--- src/rtl/pirq_pkg.sv ---
package pirq_pkg;
    localparam int PIRQ_N     = 8;
    localparam int PIN_N      = 4;
    localparam int FIELD_W    = 4;
    localparam int MAP_W      = PIN_N * FIELD_W;
    localparam int ROUTE_W    = 8;
    localparam int PIC_N      = 16;
    localparam int APIC_N     = 24;
    localparam int APIC_BASE  = 16;
    localparam int ROUTE_BASE = 8;
    localparam int DIS_BIT    = 7;
    localparam logic [ROUTE_W-1:0] ROUTE_RST = 8'h80;
    localparam logic [MAP_W-1:0]   MAP_RST   = 16'h8888;
endpackage

--- src/rtl/pirq_cfg_regs.sv ---
module pirq_cfg_regs
    import pirq_pkg::*;
#(
    parameter int NUM_SLOTS = 32,
    parameter int NUM_FIXED = 25,
    parameter int ADDR_W    = 5,
    parameter int DATA_W    = 16
) (
    input  logic                               clk,
    input  logic                               rst_n,
    input  logic                               we_i,
    input  logic [ADDR_W-1:0]                  addr_i,
    input  logic [DATA_W-1:0]                  wdata_i,
    output logic [DATA_W-1:0]                  rdata_o,
    output logic                               apic_mode_o,
    output logic [PIRQ_N-1:0][ROUTE_W-1:0]     route_o,
    output logic [NUM_SLOTS-NUM_FIXED-1:0][MAP_W-1:0] map_o
);
    localparam int NPROG = NUM_SLOTS - NUM_FIXED;

    typedef struct packed {
        logic                          apic_mode;
        logic [PIRQ_N-1:0][ROUTE_W-1:0] route;
        logic [NPROG-1:0][MAP_W-1:0]   map;
    } cfg_t;

    cfg_t cfg_d, cfg_q;

    always_comb begin
        int a;
        cfg_d   = cfg_q;
        a       = int'(addr_i);
        rdata_o = '0;
        if (a == 0) begin
            rdata_o = DATA_W'(cfg_q.apic_mode);
            if (we_i) cfg_d.apic_mode = wdata_i[0];
        end else if (a >= ROUTE_BASE && a < ROUTE_BASE + PIRQ_N) begin
            rdata_o = DATA_W'(cfg_q.route[a-ROUTE_BASE]);
            if (we_i) cfg_d.route[a-ROUTE_BASE] = {wdata_i[DIS_BIT], 3'b000, wdata_i[3:0]};
        end else if (a >= NUM_FIXED && a < NUM_SLOTS) begin
            rdata_o = DATA_W'(cfg_q.map[a-NUM_FIXED]);
            if (we_i) cfg_d.map[a-NUM_FIXED] = wdata_i[MAP_W-1:0];
        end
    end

    always_ff @(posedge clk) begin
        if (!rst_n) begin
            cfg_q.apic_mode <= 1'b1;
            cfg_q.route     <= {PIRQ_N{ROUTE_RST}};
            cfg_q.map       <= {NPROG{MAP_RST}};
        end else begin
            cfg_q <= cfg_d;
        end
    end

    assign apic_mode_o = cfg_q.apic_mode;
    assign route_o     = cfg_q.route;
    assign map_o       = cfg_q.map;


    mode_write_chk: assert property (@(posedge clk) disable iff (!rst_n)
        (we_i && addr_i == '0) |=> (apic_mode_o == $past(wdata_i[0])));
endmodule

--- src/rtl/pirq_swizzle.sv ---
module pirq_swizzle
    import pirq_pkg::*;
#(
    parameter int NUM_SLOTS = 32,
    parameter int NUM_FIXED = 25
) (
    input  logic                                      clk,
    input  logic                                      rst_n,
    input  logic [NUM_SLOTS*PIN_N-1:0]                intx_i,
    input  logic [NUM_SLOTS-NUM_FIXED-1:0][MAP_W-1:0] map_i,
    output logic [PIRQ_N-1:0]                         pirq_o
);
    localparam int SEL_W = $clog2(PIRQ_N);

    logic [NUM_SLOTS*PIN_N-1:0]            en;
    logic [NUM_SLOTS*PIN_N-1:0][SEL_W-1:0] sel;

    for (genvar s = 0; s < NUM_SLOTS; s++) begin : g_slot
        for (genvar p = 0; p < PIN_N; p++) begin : g_pin
            if (s < NUM_FIXED) begin : g_fixed
                localparam int TGT = (PIRQ_N - PIN_N) + ((s + p) % PIN_N);
                assign en[s*PIN_N+p]  = 1'b1;
                assign sel[s*PIN_N+p] = SEL_W'(TGT);
            end else begin : g_prog
                assign en[s*PIN_N+p]  = ~map_i[s-NUM_FIXED][p*FIELD_W+FIELD_W-1];
                assign sel[s*PIN_N+p] = map_i[s-NUM_FIXED][p*FIELD_W +: SEL_W];
            end
        end
    end

    always_comb begin
        pirq_o = '0;
        for (int i = 0; i < NUM_SLOTS*PIN_N; i++) begin
            if (en[i] && intx_i[i]) pirq_o[sel[i]] = 1'b1;
        end
    end


    fixed_upper_only_chk: assert property (@(posedge clk) disable iff (!rst_n)
        (intx_i[NUM_SLOTS*PIN_N-1:NUM_FIXED*PIN_N] == '0) |-> (pirq_o[PIRQ_N-PIN_N-1:0] == '0));
endmodule

--- src/rtl/pirq_deliver.sv ---
module pirq_deliver
    import pirq_pkg::*;
(
    input  logic                           clk,
    input  logic                           rst_n,
    input  logic                           apic_mode_i,
    input  logic [PIRQ_N-1:0][ROUTE_W-1:0] route_i,
    input  logic [PIRQ_N-1:0]              pirq_i,
    output logic [PIC_N-1:0]               pic_irq_o,
    output logic [APIC_N-1:0]              apic_irq_o
);
    localparam int IRQ_W = $clog2(PIC_N);

    typedef struct packed {
        logic [PIC_N-1:0]  pic;
        logic [APIC_N-1:0] apic;
    } out_t;

    out_t out_d, out_q;

    always_comb begin
        out_d = '0;
        for (int k = 0; k < PIRQ_N; k++) begin
            if (apic_mode_i) begin
                out_d.apic[APIC_BASE+k] = pirq_i[k];
            end else if (!route_i[k][DIS_BIT] && pirq_i[k]) begin
                out_d.pic[route_i[k][IRQ_W-1:0]] = 1'b1;
            end
        end
    end

    always_ff @(posedge clk) begin
        if (!rst_n) out_q <= '0;
        else        out_q <= out_d;
    end

    assign pic_irq_o  = out_q.pic;
    assign apic_irq_o = out_q.apic;


    apic_quiet_in_pic_chk: assert property (@(posedge clk) disable iff (!rst_n)
        !$past(apic_mode_i) |-> (apic_irq_o == '0));

    pic_quiet_in_apic_chk: assert property (@(posedge clk) disable iff (!rst_n)
        $past(apic_mode_i) |-> (pic_irq_o == '0));

    apic_low_unused_chk: assert property (@(posedge clk) disable iff (!rst_n)
        apic_irq_o[APIC_BASE-1:0] == '0);

    idle_lines_quiet_chk: assert property (@(posedge clk) disable iff (!rst_n)
        $past(pirq_i == '0) |-> (pic_irq_o == '0 && apic_irq_o == '0));
endmodule

--- src/rtl/pci_irq_router.sv ---
module pci_irq_router
    import pirq_pkg::*;
#(
    parameter int NUM_SLOTS = 32,
    parameter int NUM_FIXED = 25,
    parameter int ADDR_W    = 5,
    parameter int DATA_W    = 16
) (
    input  logic                       clk,
    input  logic                       rst_n,
    input  logic [NUM_SLOTS*4-1:0]     intx_i,
    input  logic                       cfg_we_i,
    input  logic [ADDR_W-1:0]          cfg_addr_i,
    input  logic [DATA_W-1:0]          cfg_wdata_i,
    output logic [DATA_W-1:0]          cfg_rdata_o,
    output logic [15:0]                pic_irq_o,
    output logic [23:0]                apic_irq_o
);
    localparam int NPROG = NUM_SLOTS - NUM_FIXED;

    logic                           apic_mode;
    logic [PIRQ_N-1:0][ROUTE_W-1:0] route;
    logic [NPROG-1:0][MAP_W-1:0]    map;
    logic [PIRQ_N-1:0]              pirq;

    pirq_cfg_regs #(
        .NUM_SLOTS(NUM_SLOTS), .NUM_FIXED(NUM_FIXED), .ADDR_W(ADDR_W), .DATA_W(DATA_W)
    ) u_regs (
        .clk(clk), .rst_n(rst_n), .we_i(cfg_we_i), .addr_i(cfg_addr_i),
        .wdata_i(cfg_wdata_i), .rdata_o(cfg_rdata_o), .apic_mode_o(apic_mode),
        .route_o(route), .map_o(map)
    );

    pirq_swizzle #(
        .NUM_SLOTS(NUM_SLOTS), .NUM_FIXED(NUM_FIXED)
    ) u_swz (
        .clk(clk), .rst_n(rst_n), .intx_i(intx_i), .map_i(map), .pirq_o(pirq)
    );

    pirq_deliver u_dlv (
        .clk(clk), .rst_n(rst_n), .apic_mode_i(apic_mode), .route_i(route),
        .pirq_i(pirq), .pic_irq_o(pic_irq_o), .apic_irq_o(apic_irq_o)
    );
endmodule

--- config.mk ---
export PLATFORM = sky130hd
export DESIGN_NAME = pci_irq_router
export DESIGN_NICKNAME = d
export VERILOG_FILES = /design/src/rtl/pirq_pkg.sv /design/src/rtl/pirq_cfg_regs.sv /design/src/rtl/pirq_swizzle.sv /design/src/rtl/pirq_deliver.sv /design/src/rtl/pci_irq_router.sv
export SDC_FILE = /design/constraint.sdc
export NUM_CORES = 1
export LEC_CHECK = 0
export BUFFER_PORTS_ARGS = -buffer_cell sky130_fd_sc_hd__buf_4
export CORE_ASPECT_RATIO = 0.75
export CORE_MARGIN = 2
export CORE_UTILIZATION = 24
export DETAILED_ROUTE_END_ITERATION = 10
export PLACE_DENSITY = 0.48
export SYNTH_ARGS = -nofsm -noshare
export SYNTH_HDL_FRONTEND = slang
export SYNTH_SLANG_ARGS = --single-unit
--- constraint.sdc ---
create_clock -name clk -period 3.9 [get_ports clk]
set_input_delay 0.585 -clock clk [delete_from_list [all_inputs] [get_ports clk]]
set_output_delay 0.585 -clock clk [all_outputs]
set_load 0.01 [all_outputs]
# --- Word-level counts from Yosys, hierarchy flattened ---
# Index checks and enable logic that the tools add are counted.
classes:
  order_cmp: 79
  n_eq_ne: 2
  addsub: 2
  mux: 258
  reduce_logical: 91
  n_bitwise: 64
ops:
  columns: ["operator", "count"]
  rows:
  - ["$mux 112", 9]
  - ["$mux 16", 33]
  - ["$mux 8", 56]
  - ["$mux 64", 5]
  - ["$or 8x8->8", 28]
  - ["$mux 7", 25]
  - ["$mux 6", 25]
  - ["$mux 5", 25]
  - ["$bwmux 112", 1]
  - ["$lt 3x4->1 const B", 28]
  - ["$or 16x16->16", 7]
  - ["$demux 1 s3", 28]
  - ["$ge 3x1->1 const B", 28]
  - ["$logic_and 1x1->1", 75]
  - ["$bwmux 64", 1]
  - ["$ge 32x1->1 const B", 2]
  - ["$lt 32x5->1 const B", 2]
  - ["$bmux 16 s3", 1]
  - ["$demux 16 s3", 1]
  - ["$lt 4x5->1 const B", 8]
  - ["$mux 1", 38]
  - ["$demux 1 s4", 8]
  - ["$ge 4x1->1 const B", 8]
  - ["$not 1->1", 29]
  - ["15 further kinds", 25]
word_totals:
  in_bits: 152
  regBits: 217

# --- Logic depth before layout (Yosys ltp) ---
# Gate-level depths: netlist of the first run.
logic_depth:
  ltp_word: 188
  mapped_depth: 14
  ltp_nobuf: 10

# --- By module ---
# Synthesis of the first run repeated with hierarchy kept, for this count alone.
unflattened:
  cells_unflattened: 1523
  area_unflattened_um2: 11935.2
by_module_without_submodules:
  columns: ["module", "cells_per_inst", "seq_area_each_um2", "instances", "area_per_inst_um2"]
  rows:
  - ["pirq_cfg_regs", 879, 3062.9, 1, 7429.6]
  - ["pirq_swizzle", 402, 0.0, 1, 2566.2]
  - ["pirq_deliver", 242, 480.5, 1, 1939.4]

# --- Worst setup path after synthesis of the first run ---
# Ideal clock, no wire load.
synth_path:
  kind: "input port to output port"
  startpoint: "input cfg_addr_i[1]"
  endpoint: "output cfg_rdata_o[4]"
  path_slack_ns: 0.528
  arrival_time_ns: 2.787
  path_stages: 13
  cell_sequence: "buf_2 > inv_1 > ha_1 > nand2b_1 > clkbuf_1 > and2_1 > clkbuf_1 > clkbuf_1 > buf_2 > nand2_1 > a21oi_1 > a21oi_1 > a211oi_1"
synth_via:
  elab_chain_cells: 10
  elab_cells_between_ends: 19
synth_lines:
  columns: ["item", "line", "text"]
  rows:
  - ["start: declaration", "pci_irq_router.sv:13", "input logic [ADDR_W-1:0] cfg_addr_i,"]
  - ["$sub 5x5->6", "pirq_cfg_regs.sv:41", "rdata_o = DATA_W'(cfg_q.map[a-NUM_FIXED]);"]
  - ["$bmux 16 s3", "pirq_cfg_regs.sv:41", null]
  - ["$mux 16 (not written as such) (2 in series)", "pirq_cfg_regs.sv:41", null]
  - ["$mux 16", "pirq_cfg_regs.sv:40", "end else if (a >= NUM_FIXED && a < NUM_SLOTS) begin"]
  - ["$mux 16", "pirq_cfg_regs.sv:37", "end else if (a >= ROUTE_BASE && a < ROUTE_BASE + PIRQ_N) begin"]
  - ["$mux 16", "pirq_cfg_regs.sv:34", "if (a == 0) begin"]
  - ["$mux 16", "pirq_cfg_regs.sv:37", null]
  - ["$mux 16", "pirq_cfg_regs.sv:34", null]
  - ["$mux 16 *", "pirq_cfg_regs.sv:34", null]
  - ["end: declaration", "pci_irq_router.sv:15", "output logic [DATA_W-1:0] cfg_rdata_o,"]
# Mark *: on every way between the ends. The rest lies on a longest branch, timed or not. The select of a mux whose other input is x is not followed.

# --- Worst setup path in the final report of the first run ---
layout_path:
  startpoint: "input cfg_addr_i[0]"
  endpoint: "output cfg_rdata_o[14]"
# Same word-level chain as after synthesis.

==> results of run 1 <==
-- flip-flops by register name (all words and copies together) (netlist names) --
name / cells
u_regs.route_o: 40
u_regs.apic_mode_o: 1
u_regs.map_o: 112
u_dlv.apic_irq_o: 8
u_dlv.pic_irq_o: 16
-- routing by layer --
metal  vias to the layer above  GRT usage (%)  wire [um]
met5                         -              0          0
met1                      6254           35.6      29200
li1                       5865              -          -
met4                         0           6.55       1150
met2                       816           32.5      24100
met3                        75           10.0       8080
-- area by class of cell --
class / instances / area share (%)
Clock buffer: 17 / 2.94
Tap cell: 639 / 5.53
Sequential cell: 177 / 24.5
Antenna cell: 3 / 0.0519
Clock inverter: 15 / 1.43
Multi-Input combinational cell: 1204 / 52.6
Inverter: 13 / 0.338
Timing Repair Buffer: 239 / 12.6
-- cells by family (layout without fill, tap and decap cells) --
kind of cell,after synthesis,after routing,share of synthesized area [%]
AO/OA/AOI/OAI,328,328,20.2
multiplexers,91,91,9.00
flip-flops,177,177,30.5
AND/OR/NAND/NOR,767,767,35.6
other,1,19,0.0323
adder cells (fa/ha/maj),2,2,0.216
buffers and inverters,118,284,4.51
-- power groups by stage --
stage                     logic (W)  registers, W  clock network (W)
after floorplan            0.000247       0.00188                  0
after global placement     0.000510       0.00189                  0
after detailed placement   0.000510       0.00189                  0
after CTS                  0.000511       0.00185            0.00189
after global routing       0.000549       0.00185            0.00196
final                      0.000517       0.00185            0.00185
-- metrics by stage --
stage	setup WS (ps)	hold WS (ps)
2_1_floorplan	528	456
3_3_place_gp	407	478
3_5_place_dp	461	490
4_1_cts	450	353
5_1_grt	290	380
6_report	421	380
-- worst max-delay path, stage by stage --
cell      delay, ps
buf_4           100
inv_2            40
ha_1            220
nand2b_1        200
and2_1          400
buf_12          230
nor2_1           60
nor2_1          230
o22ai_1         210
a211oi_1        400
buf_4           190
-- path summary, 6_finish.rpt --
path,slack [ps],startpoint,depth (start not counted),end
min reg2reg,510,u_regs.map_o[90],2,u_regs.map_o[90]
max reg2reg,520,u_regs.map_o[59],10,u_dlv.pic_irq_o[1]
min,380,cfg_wdata_i[11],3,u_regs.map_o[43]
max,420,cfg_addr_i[0],11,cfg_rdata_o[14]
-- cell usage in the layout (no fill, tap or decap), types with 31 or more instances in the layout --
| cell | synthesis | layout |
|---|---|---|
| nand2_1 | 255 | 255 |
| nand3_1 | 47 | 47 |
| nor3_1 | 38 | 37 |
| a221oi_1 | 31 | 31 |
| nor2_1 | 72 | 71 |
| nor2b_1 | 72 | 72 |
| mux2i_1 | 74 | 74 |
| nor4_1 | 63 | 63 |
| nand2b_1 | 61 | 61 |
| o22ai_1 | 82 | 82 |
| a21boi_0 | 62 | 62 |
| dfxtp_1 | 177 | 177 |
| buf_4 | 16 | 237 |
==> results.ini, run 1 <==
[global_routing]
grt_pass1_vias=12127
grt_max_degree=81
grt_antenna_before_repair=2
grt.total_usage_pct=24.5
grt_pass1_wl_mm=88.1
grt-ovfl-total=0

[synthesis]
synth_seq_cells=177
synthArstFlopShare_pct=0
synth_top_cells_by_count=nand2_1 (255), dfxtp_1 (177), o22ai_1 (82)
syn_avg_cell_area_sq_um=7.82
syn_area_sq_um=11600
synthCells=1484
synth-edff-count=0
synth_top_cell_area_share_pct=30.5
synthMostInstantiatedCell=nand2_1
synth_seq_area_share_pct=30.5
ys_types=72
yosysWarnings=0
post-synth-top-area-cell=dfxtp_1
synth_ff_type=dfxtp_1
synth_area_leaders=dfxtp_1 (31%), nand2_1 (8.2%), mux2i_1 (6.4%), o22ai_1 (4.4%), a21boi_0 (4.0%)

[cells_and_area]
nNetsFinal=1806
final_core_util_pct=30.4
layoutNonFillerInstCount=2307
final-seq-area_sq_um=3540
drive_gt1_share_pct=20.6
final_area_sq_um=14500
multi_input_area_sq_um=7600
nFillCells=5157
area_growth_pct=24.5

[pwr]
p_per_area_nw_per_um2=292
p_int_w=0.00293
finalPower_w=0.00422
power.share.combinational_pct=12.3
max-vdd-ir-drop_uv=342
power_leakage_nw=5.04
p_sw_share_pct=30.6
power.switching_w=0.00129
clock_power_share_pct=43.9
pwr-share-seq_pct=43.8

[floorplan]
die_w_um=258
start_util_pct=24.4
ioPinCount=208
die_area_sq_um=50100
fp.dieH_um=194
design.core.area_sq_um=47600
rows=69

[sta]
setup_violations=0
tns_ps=0
finalCritPeriodShare_pct=89.2
period_needed_ps=3480
slew_violations=0
clock_skew_ps=12.0
slew_headroom_pct=27.7
worstMarginPinSlew_ps=1080
fmax_mhz=287
rsz0062_at_grt=no
hold_viol_final=0

[routing]
routedWlPerCell_um=27.1
vias=13010
drt_wl_total_mm=62.5
via_per_inst=5.64
drc=0
antenna_left=0
drt-initial-drc-count=1674
drt-pass1-iter-count=8

[worst_setup_path]
arrival_ps=2890
worstSetupStartpointType=input port
path_max_fanout=31
required_ps=3310
worstSetupPathType=input port to output port
crit_path_end_kind=output port

[flow_run]
max-cap-violations=0

[cts]
hold_buffers=0
cts_sinks=177
htree_levels=4
root_buffer=clkbuf_16
cts_setup_buffers=0
clk_pin_slew_ps=80
cts_resized=0
cts_buffer_depth=2
clock_latency_ps=480
cts_tree=built
cts_buffers=17

[run_status]
outcome=finished, final reports clean

[placed_design]
dp.cells=2272
dp_hpwl_mm=49.0
place.gp.congestion=1.08
placed_area_sq_um=13800
port_buffers=191

[hold_path]
min_path_type=input port to flop

No activity file was read; power rests on OpenSTA's default activity.
==> run 2: changes to the inputs <==
--- a/config.mk
+++ b/config.mk
@@ -10,6 +10,7 @@
 export CORE_MARGIN = 2
 export CORE_UTILIZATION = 24
 export DETAILED_ROUTE_END_ITERATION = 10
+export GPL_TIMING_DRIVEN = 0
 export PLACE_DENSITY = 0.48
 export SYNTH_ARGS = -nofsm -noshare
 export SYNTH_HDL_FRONTEND = slang
==> results.ini, run 2 (synthesis gave the netlist of run 1 again) <==
[hold_path]
min_path_type=input port to flop

[routing]
routedWlPerCell_um=28.1  ; +3.7%
antenna_left=0  ; unchanged
drt-initial-drc-count=1826  ; +9.1%
vias=13460  ; +3.5%
via_per_inst=5.71  ; +1.3%
drc=0  ; unchanged
drt_wl_total_mm=66.2  ; +5.9%
drt-pass1-iter-count=6  ; -2

[floorplan]
design.core.area_sq_um=47600  ; unchanged
ioPinCount=208  ; unchanged
start_util_pct=24.4  ; unchanged
die_w_um=258  ; unchanged
fp.dieH_um=194  ; unchanged
die_area_sq_um=50100  ; unchanged
rows=69  ; unchanged

[run_status]
outcome=finished, final reports clean

[cts]
clock_latency_ps=480  ; about the same
cts_tree=built
cts_buffer_depth=2  ; unchanged
cts_buffers=17  ; unchanged
hold_buffers=0  ; unchanged
cts_sinks=177  ; unchanged
root_buffer=clkbuf_16
clk_pin_slew_ps=90  ; about the same
cts_setup_buffers=0  ; unchanged
htree_levels=4  ; unchanged

[sta]
slew_violations=0  ; unchanged
clock_skew_ps=15.9  ; +3.86 ps
fin_ws_ps=27.4  ; -394 ps
tns_ps=0  ; unchanged
holdWs_ps=408  ; +27.7 ps
slew_headroom_pct=17.0  ; -11 points
period_needed_ps=3870  ; +394 ps
worstMarginPinSlew_ps=1230  ; +149 ps
hold_viol_final=0  ; unchanged
rsz0062_at_grt=no
setup_violations=0  ; unchanged
fmax_mhz=258  ; -10%
finalCritPeriodShare_pct=99.3  ; +10 points

[worst_setup_path]
slowest_stage=ha_1
max_stage_delay_ps=470  ; +70 ps
worstSetupStartpointType=input port
required_ps=3310  ; about the same
crit_chain=buf_2 -> inv_1 -> ha_1 -> clkbuf_4 -> clkbuf_4 -> mux2i_1 -> o21ai_0 -> o21ai_1 -> o21ai_0 -> buf_4
worstSetupPathType=input port to output port
crit_path_end_kind=output port
arrival_ps=3290  ; +400 ps
rrSetupSlack_ps=140  ; -380 ps
path_max_fanout=10  ; -68%

[placed_design]
port_buffers=189  ; -1.0%
dpl_worst_slack_ps=-910  ; -1370 ps
dp_hpwl_mm=54.2  ; +11%
place.gp.congestion=0.986  ; -8.3%

[cells_and_area]
drive_gt1_share_pct=19.2  ; -1.4 points
final_core_util_pct=30.5  ; +0.11 points
layout_commonest_cell=nand2_1
area_growth_pct=25.0
largest_register_ffs=112  ; unchanged
mostFrequentLayoutCells=nand2_1 (255), buf_4 (205), dfxtp_1 (177)
nNetsFinal=1857  ; +2.8%

[pwr]
p_int_w=0.00297  ; +1.4%
power_leakage_nw=5.03  ; -0.33%
power.share.combinational_pct=13.3  ; +1.0 points
pwr-share-seq_pct=44.1  ; +0.3 points
p_sw_share_pct=29.2  ; -1.3 points
clock_power_share_pct=42.7  ; -1.2 points
max-vdd-ir-drop_uv=337  ; -1.5%
power.switching_w=0.00123  ; -4.9%
p_per_area_nw_per_um2=289  ; -0.89%

[global_routing]
grt.total_usage_pct=25.6  ; +1.1 points
busiest_layer=met1
use_met1_pct=38.8  ; +3.1 points
grt_max_degree=19  ; -77%
grt_antenna_before_repair=2  ; unchanged
grt_pass1_wl_mm=91.2  ; +3.6%
use_met2_pct=34.9  ; +2.3 points
grt_pass1_vias=12278  ; +1.2%
grt-ovfl-total=0  ; unchanged
grtUsageMet3_pct=6.87  ; -3.1 points

[flow_run]
max-cap-violations=0  ; unchanged

run 2: path summary, 6_finish.rpt:
kind,start,to,cells after the start
setup / recovery,cfg_addr_i[1],cfg_rdata_o[3],10
hold / removal,cfg_wdata_i[11],u_regs.map_o[91],3
setup reg to reg,u_regs.map_o[105],u_dlv.pic_irq_o[0],9
hold reg to reg,u_regs.map_o[2],u_regs.map_o[2],2
run 2: layout make-up:
type                            instances  area, sq um
Antenna cell                            1         2.50
Timing Repair Buffer                  189         1420
Clock buffer                           18          429
Clock inverter                         14          166
Tap cell                              639          800
Fill cell                            5166        33100
Buffer                                101          480
Sequential cell                       177         3540
Multi-Input combinational cell       1204         7610
Inverter                               13         48.8
run 2: worst max-delay path: cells and delay by family:
kind	cells	cell delay, ps
buffers and inverters	5	1250
adder cells (fa/ha/maj)	1	470
multiplexers	1	390
AO/OA/AOI/OAI	3	560
run 2: metrics by stage:
step	power, W	cells	area, sq um
3_5_place_dp	0.00243	2327	13900
6_report	0.00420	2356	14500
5_1_grt	0.00433	2355	14500
3_3_place_gp	0.00243	2327	13900
4_1_cts	0.00422	2358	14500
2_1_floorplan	0.00212	1499	11700
run 2: power by group through the flow:
stage / Clock [W] / Sequential (W) / Combinational (W)
after detailed placement: 0 / 0.00189 / 0.000542
final: 0.00179 / 0.00185 / 0.000557
after CTS: 0.00182 / 0.00185 / 0.000547
after floorplan: 0 / 0.00188 / 0.000247
after global routing: 0.00189 / 0.00185 / 0.000585
after global placement: 0 / 0.00189 / 0.000542
run 2: what timing repair did:
item,CTS,global route
gates resized for setup,14,6
endpoints found under the setup margin,16,12
cloned,0,0
run 2: metal layers:
layer	vias to the layer above	part of all wire, %
met3	95	12
met5	-	0.13
met4	4	2.2
met1	6558	47
li1	5963	-
met2	840	39
